[src/rtl/mdio_pkg.sv]
package mdio_pkg;
  localparam int PRE_LEN  = 32;
  localparam int FRAME_W  = PRE_LEN + 32;
  localparam int IDX_W    = $clog2(FRAME_W);
  localparam int TA_POS   = PRE_LEN + 14;
  localparam int DATA_POS = PRE_LEN + 16;

  localparam int ST_BUSY  = 3;
  localparam int ST_NVAL  = 2;
  localparam int CMD_RD   = 1;
  localparam int CMD_WR   = 0;

  typedef struct packed {
    logic [15:0] data;
    logic [4:0]  phy;
    logic [4:0]  regad;
  } mdio_fields_t;

  function automatic logic [FRAME_W-1:0] mdio_frame(input logic rd,
                                                     input logic [4:0] pa,
                                                     input logic [4:0] ra,
                                                     input logic [15:0] d);
    logic [1:0]  opc;
    logic [1:0]  ta;
    logic [15:0] dd;
    opc = rd ? 2'b10 : 2'b01;
    ta  = rd ? 2'b11 : 2'b10;
    dd  = rd ? 16'hFFFF : d;
    return {{PRE_LEN{1'b1}}, 2'b01, opc, pa, ra, ta, dd};
  endfunction
endpackage

[src/rtl/mdio_clkgen.sv]
module mdio_clkgen #(
  parameter int DIVW = 8
) (
  input  logic            clk,
  input  logic            rst_n,
  input  logic            run,
  input  logic [DIVW-1:0] half_i,
  output logic            mdc,
  output logic            rise_stb,
  output logic            fall_stb
);
  logic [DIVW-1:0] cnt_q, cnt_d;
  logic            mdc_q, mdc_d;
  logic [DIVW-1:0] half_eff;
  logic            tick;

  always_comb begin
    half_eff = (half_i == '0) ? DIVW'(1) : half_i;
    tick     = run && (cnt_q >= half_eff - DIVW'(1));
    cnt_d    = cnt_q;
    mdc_d    = mdc_q;
    if (!run) begin
      cnt_d = '0;
      mdc_d = 1'b0;
    end else if (tick) begin
      cnt_d = '0;
      mdc_d = ~mdc_q;
    end else begin
      cnt_d = cnt_q + DIVW'(1);
    end
  end

  always_ff @(posedge clk or negedge rst_n) begin
    if (!rst_n) begin
      cnt_q <= '0;
      mdc_q <= 1'b0;
    end else begin
      cnt_q <= cnt_d;
      mdc_q <= mdc_d;
    end
  end

  assign mdc      = mdc_q;
  assign rise_stb = tick && !mdc_q;
  assign fall_stb = tick && mdc_q;
endmodule

[src/rtl/mdio_frame_engine.sv]
module mdio_frame_engine
  import mdio_pkg::*;
(
  input  logic        clk,
  input  logic        rst_n,
  input  logic        start,
  input  logic        op_rd,
  input  logic [4:0]  phy,
  input  logic [4:0]  regad,
  input  logic [15:0] wdata,
  input  logic        rise_stb,
  input  logic        fall_stb,
  input  logic        mdio_i,
  output logic        active,
  output logic        done,
  output logic [15:0] rdata,
  output logic        ta_fail,
  output logic        mdio_o,
  output logic        mdio_oe
);
  localparam logic [IDX_W-1:0] LAST_IDX = IDX_W'(FRAME_W - 1);
  localparam logic [IDX_W-1:0] TA1_IDX  = IDX_W'(TA_POS);
  localparam logic [IDX_W-1:0] TA2_IDX  = IDX_W'(TA_POS + 1);
  localparam logic [IDX_W-1:0] DAT_IDX  = IDX_W'(DATA_POS);

  logic               act_q, act_d;
  logic [FRAME_W-1:0] sh_q, sh_d;
  logic [IDX_W-1:0]   idx_q, idx_d;
  logic               rd_q, rd_d;
  logic [15:0]        rsh_q, rsh_d;
  logic               taf_q, taf_d;

  always_comb begin
    act_d = act_q;
    sh_d  = sh_q;
    idx_d = idx_q;
    rd_d  = rd_q;
    rsh_d = rsh_q;
    taf_d = taf_q;
    if (start) begin
      act_d = 1'b1;
      sh_d  = mdio_frame(op_rd, phy, regad, wdata);
      idx_d = '0;
      rd_d  = op_rd;
      rsh_d = '0;
      taf_d = 1'b0;
    end else if (act_q) begin
      if (rise_stb && rd_q) begin
        if (idx_q == TA2_IDX) taf_d = mdio_i;
        if (idx_q >= DAT_IDX) rsh_d = {rsh_q[14:0], mdio_i};
      end
      if (fall_stb) begin
        if (idx_q == LAST_IDX) begin
          act_d = 1'b0;
        end else begin
          idx_d = idx_q + IDX_W'(1);
          sh_d  = {sh_q[FRAME_W-2:0], 1'b1};
        end
      end
    end
  end

  always_ff @(posedge clk or negedge rst_n) begin
    if (!rst_n) begin
      act_q <= 1'b0;
      sh_q  <= '1;
      idx_q <= '0;
      rd_q  <= 1'b0;
      rsh_q <= '0;
      taf_q <= 1'b0;
    end else begin
      act_q <= act_d;
      sh_q  <= sh_d;
      idx_q <= idx_d;
      rd_q  <= rd_d;
      rsh_q <= rsh_d;
      taf_q <= taf_d;
    end
  end

  assign active  = act_q;
  assign done    = act_q && fall_stb && (idx_q == LAST_IDX);
  assign rdata   = rsh_q;
  assign ta_fail = taf_q;
  assign mdio_o  = act_q ? sh_q[FRAME_W-1] : 1'b1;
  assign mdio_oe = act_q && !(rd_q && (idx_q >= TA1_IDX));
endmodule

[src/rtl/mdio_mgmt_reg.sv]
module mdio_mgmt_reg
  import mdio_pkg::*;
#(
  parameter int         DIVW    = 8,
  parameter logic [4:0] DEF_PHY = 5'd0
) (
  input  logic            clk,
  input  logic            rst_n,
  input  logic            cmd_we,
  input  logic [31:0]     cmd_wdata,
  input  logic [DIVW-1:0] mdc_half,
  output logic [31:0]     status_rdata,
  output logic            mdc,
  output logic            mdio_o,
  output logic            mdio_oe,
  input  logic            mdio_i
);
  mdio_fields_t fld_q, fld_d;
  logic         nval_q, nval_d;
  logic         op_rd_q, op_rd_d;
  logic         busy, done, ta_fail, accept, cmd_rd;
  logic         rise_stb, fall_stb;
  logic [15:0]  rdata;

  assign cmd_rd = cmd_wdata[CMD_RD];
  assign accept = cmd_we && !busy && (cmd_wdata[CMD_RD] || cmd_wdata[CMD_WR]);

  always_comb begin
    fld_d   = fld_q;
    nval_d  = nval_q;
    op_rd_d = op_rd_q;
    if (accept) begin
      fld_d.phy   = cmd_wdata[15:11];
      fld_d.regad = cmd_wdata[10:6];
      if (!cmd_rd) fld_d.data = cmd_wdata[31:16];
      nval_d  = 1'b0;
      op_rd_d = cmd_rd;
    end else if (done && op_rd_q) begin
      fld_d.data = rdata;
      nval_d     = ta_fail;
    end
  end

  always_ff @(posedge clk or negedge rst_n) begin
    if (!rst_n) begin
      fld_q   <= '{data: 16'h0, phy: DEF_PHY, regad: 5'h0};
      nval_q  <= 1'b0;
      op_rd_q <= 1'b0;
    end else begin
      fld_q   <= fld_d;
      nval_q  <= nval_d;
      op_rd_q <= op_rd_d;
    end
  end

  mdio_clkgen #(.DIVW(DIVW)) u_clkgen (
    .clk      (clk),
    .rst_n    (rst_n),
    .run      (busy),
    .half_i   (mdc_half),
    .mdc      (mdc),
    .rise_stb (rise_stb),
    .fall_stb (fall_stb)
  );

  mdio_frame_engine u_engine (
    .clk      (clk),
    .rst_n    (rst_n),
    .start    (accept),
    .op_rd    (cmd_rd),
    .phy      (cmd_wdata[15:11]),
    .regad    (cmd_wdata[10:6]),
    .wdata    (cmd_wdata[31:16]),
    .rise_stb (rise_stb),
    .fall_stb (fall_stb),
    .mdio_i   (mdio_i),
    .active   (busy),
    .done     (done),
    .rdata    (rdata),
    .ta_fail  (ta_fail),
    .mdio_o   (mdio_o),
    .mdio_oe  (mdio_oe)
  );

  assign status_rdata = {fld_q.data, fld_q.phy, fld_q.regad,
                         2'b00, busy, nval_q, 2'b00};
endmodule

[config.mk]
export PLATFORM = sky130hd
export DESIGN_NAME = mdio_mgmt_reg
export DESIGN_NICKNAME = d
export VERILOG_FILES = /design/src/rtl/mdio_pkg.sv /design/src/rtl/mdio_clkgen.sv /design/src/rtl/mdio_frame_engine.sv /design/src/rtl/mdio_mgmt_reg.sv
export SDC_FILE = /design/constraint.sdc
export NUM_CORES = 1
export LEC_CHECK = 0
export BUFFER_PORTS_ARGS = -buffer_cell sky130_fd_sc_hd__buf_4
export CAP_MARGIN = 20
export CORE_ASPECT_RATIO = 1.4
export CORE_UTILIZATION = 49
export CTS_CLUSTER_DIAMETER = 150
export DETAILED_ROUTE_END_ITERATION = 8
export HOLD_SLACK_MARGIN = 0.02
export PLACE_DENSITY_LB_ADDON = 0.3
export SETUP_SLACK_MARGIN = 0.3
export SLEW_MARGIN = 20
export SYNTH_ARGS = -nofsm -noshare
export SYNTH_HDL_FRONTEND = slang
export SYNTH_HIERARCHICAL = 1
export SYNTH_SLANG_ARGS = --single-unit
[constraint.sdc]
create_clock -name clk -period 6.6 [get_ports clk]
set_clock_uncertainty 0.05 [all_clocks]
set_input_delay 0.33 -clock clk [delete_from_list [all_inputs] [get_ports clk]]
set_output_delay 0.33 -clock clk [all_outputs]
set_load 0.01 [all_outputs]
==> results summary <==
The clock-pin slew on the worst setup and hold paths came out at 0.06 ns. The area of the die came out at 0.0139 mm2. Summed over all instances, the cell type with the most area after synthesis is dfstp_2. Of the available clock period, the critical path in the final layout requires 0.706. The mux share of post-synthesis cell area came out at 0.101.

The slowest stage of the critical path is the a21oi_4 cell. In the global route stage, overall resource usage came out at 0.217. The final cell utilization of the core came out at 0.590. The power spent charging and discharging nets came out at 0.777 mW.

The count of antenna-violating nets left after detailed routing is 0. The overall via count from detail_route is 4937. The actual slew at the worst max-slew pin is approximately 1 ns. The count of final max-slew check failures came out at 0. The sequential area share after synthesis came out at 0.490.

The post-route DRC violation count is 0. The I/O pin total is 79. The family with the most delay on the worst path is simple AND/OR/NAND/NOR gates. The overall die height came out at ~140 um. In this run, the number of DRC markers left after iteration 0 of detailed routing was 328.

Traced cell by cell, the critical path runs through buf_4, or4_4, nor4_4, nor2_1, ha_1, inv_1, nor2_1, xnor2_1, ha_1, and4_1, o21ai_0, o211a_1, nor2_1, buf_4, nand2_2, a21oi_4, buf_4, mux2i_1. The clock network power share is 0.331. The largest voltage drop on the vdd net is between 0.00015 and 0.0002 V. The worst-skew pair later-pin latency came out at 0.42 ns.

The first global-routing pass estimated 24.2 mm of wire. The critical path data arrival time is 4.95 ns. After synthesis, the most frequently instantiated cells are nor2_1 (65), dfstp_2 (64), dfrtp_1 (62), mux2i_1 (52), nand3_1 (51). The type of the most critical hold path is input port to flip-flop. The routability congestion estimate from global placement came out at between 0.7 and 0.8. The flow ran to the end, and the final reports show no timing, DRC or antenna violations. TritonCTS built the clock tree. The number of buffers added for setup after CTS came out at 0.

The synthesis warning total is 6. The H-tree depth reported by CTS came out at 4. The length of the first detailed-routing pass in iterations is 7. On the worst path, the slowest cell contributes a delay of 0.79 ns. The average routed wire per standard cell came out at 17.2 um. The post-synthesis area per instance is 10.8 um2. The proportion of register bits with asynchronous set or reset after synthesis is 1.00. The via count of the first global-routing pass came to 5093. The placed wire-length estimate came out at around 9.0 mm. The share of power burned in registers is 0.445. Of the cells placed in the final design, the portion with a size suffix greater than 1 is 0.325.

The setup slack at placement is 1.63 ns. For this design the ratio of total power to cell area is between 300 and 400 mW/mm2. The number of buffers added by the clock tree synthesis step is 17. The number of buffers and inverters on the critical path is 4.

The initial antenna violation count came out at 0. The number of distinct library cell variants in the gate-level netlist after synthesis came out at 58. The initial utilization of the core area, before any placement, comes to 0.507. The placement row count came out at 49. The total number of nets in the final design is 707. Setup repair after global routing left no endpoint under its margin. The area of all placed cells without fillers is 0.00767 mm2. The CTS sink count came out at about 130. The cell leakage power came out at 3.07 nW. By startpoint and endpoint, the worst setup path is classified as input port to flip-flop. The kind of start point of the critical path is an input port. The switching portion of total power came out at 0.285. The leading cell type by number of instances after synthesis is nor2_1.

Yosys attributes the largest share of cell area to dfstp_2 (26%), dfrtp_1 (24%), mux2i_1 (7.9%). The design internal power came out at 1.95 mW. The routed design has approximately 14 mm of wire. Among all flip-flop cells after synthesis, the most frequent one is dfstp_2.

The total of hold buffers inserted after clock tree synthesis is 1. The simple logic cell fraction of the synthesized area is 0.143. The area growth from synthesis to layout came out at 16.4%. The post-synthesis cell count came out at 608. The synthesized area is between 0.006 and 0.007 mm2. The total inserted antenna cells is 0. The placeable core region came out at between 0.01 and 0.015 mm2.

The total congestion overflow is 0. The final count of negative-setup-slack endpoints is 0. The floorplan die width came out at ~100 um. The number of buffers between clock root and the deepest sink came out at 2. The adder and majority cell fraction of the synthesized area came out at 0.0209. The clock period minus worst slack is approximately 4.7 ns. STA classifies the critical path endpoint as a flip-flop. Clock tree synthesis selected as its root buffer the cell clkbuf_16. Based on the critical path, the design can be clocked at up to 214 MHz. The combinational share of power is 0.224. The post-synthesis sequential element count came out at 126. The minimum setup slack among reg-to-reg paths came out at 2.90 ns. The fraction of synthesized cell area in xor and xnor cells came out at 0.0133. The detail-routed via count per cell is 5.86.

The complex-gate fraction of the synthesized area was 0.172. The main combinational cell family by area after synthesis is compound AO/OA/AOI/OAI gates. The synthesized design contains 0 enable-type register cells. Of all nets on the critical path, the largest fanout is 28. The area share of the leading cell type in the synthesized netlist is 0.255. The number of gates resized after CTS is 0.

Buffers placed on the I/O ports in this run total 70. The maximum number of pins on one net before global-route repair came out at slightly below 70. The final setup TNS is 0 ns. The number of hold violations in the final report was 0. The number of max-capacitance violations reported came out at 0. The slack of the critical path came out at ~1.9 ns. The area of placed instances came out at between 0.007 and 0.008 mm2. Measured against its own limit, the worst slew margin works out to 0.337. The data required time at the worst endpoint came out at 6.89 ns.
==> power groups by stage <==
| stage | registers [mW] | clock network, mW | logic (mW) |
|---|---|---|---|
| final | 1.21 | 0.901 | 0.610 |
| after global routing | 1.24 | 0.952 | 0.671 |
| after CTS | 1.21 | 0.916 | 0.615 |
| after detailed placement | 1.22 | 0 | 0.605 |
| after global placement | 1.20 | 0 | 0.581 |
| after floorplan | 1.22 | 0 | 0.370 |
==> area by class of cell <==
cell class,count,area (um2)
repair buffers,81,611
clock buffers,17,425
inverters,11,41.3
multi-input cells,415,2990
well taps,178,223
flip-flops and latches,126,3230
clock inverters,15,148
fillers,1134,5330
==> per-layer routing <==
| layer | GRT usage | share of wire | vias up |
|---|---|---|---|
| met5 | 0 | 0 | - |
| met2 | 0.371 | 0.51 | 172 |
| met1 | 0.263 | 0.42 | 2424 |
| met4 | 0.0862 | 0.019 | 0 |
| met3 | 0.0482 | 0.052 | 26 |
| li1 | - | - | 2315 |
==> tightest hold or removal path, stage by stage <==
cell	delay, ns
buf_4	0.08
nand2_1	0.04
o211ai_1	0.07
==> final timing paths <==
check                             startpoint                 to  cells past startpoint
setup / recovery                 mdc_half[2]  u_engine/sh_q[33]                     18
hold / removal                 cmd_wdata[11]  u_engine/sh_q[23]                      3
setup reg to reg           u_clkgen/cnt_q[5]  u_engine/sh_q[33]                     10
hold reg to reg             status_rdata[14]   status_rdata[14]                      1
max in group asynchronous              rst_n  u_engine/idx_q[0]                      3
min in group asynchronous              rst_n             nval_q                      2
==> cells in the final DEF (no fill, tap or decap), types with 14 or more instances in the layout <==
cell,n
a21bo_2,15
a21oi_1,37
buf_4,80
clkbuf_16,17
dfrtp_1,62
dfstp_2,64
mux2i_1,52
nand2_1,19
nand3_1,51
nand4_1,15
nor2_1,65
o2111ai_1,14
o2bb2ai_1,15
o32a_1,16
==> through the flow <==
| stage | total power [mW] | hold slack, ns | std cells |
|---|---|---|---|
| floorplan | 1.59 | -0.0156 | 611 |
| global placement | 1.79 | 0.383 | 810 |
| detailed placement | 1.82 | 0.392 | 810 |
| CTS | 2.74 | 0.0911 | 843 |
| global route | 2.86 | 0.0982 | 843 |
| finish | 2.72 | 0.0966 | 843 |
==> cell families after synthesis <==
kind of cell / after synthesis
simple gates: 184
mux: 65
flops: 126
compound gates: 141
other cells: 1
fa+ha+maj: 11
xor+xnor: 10
buf+inv: 70
==> registers in the layout, summed over array words and instances (netlist names) <==
signal	flops
u_engine/sh_q	64
u_clkgen/mdc	1
u_clkgen/cnt_q	8
status_rdata	26
u_engine/ta_fail	1
u_engine/active	1
u_engine/rdata	16
op_rd_q	1
u_engine/rd_q	1
u_engine/idx_q	6
nval_q	1
No activity file was read; power rests on OpenSTA's default activity.
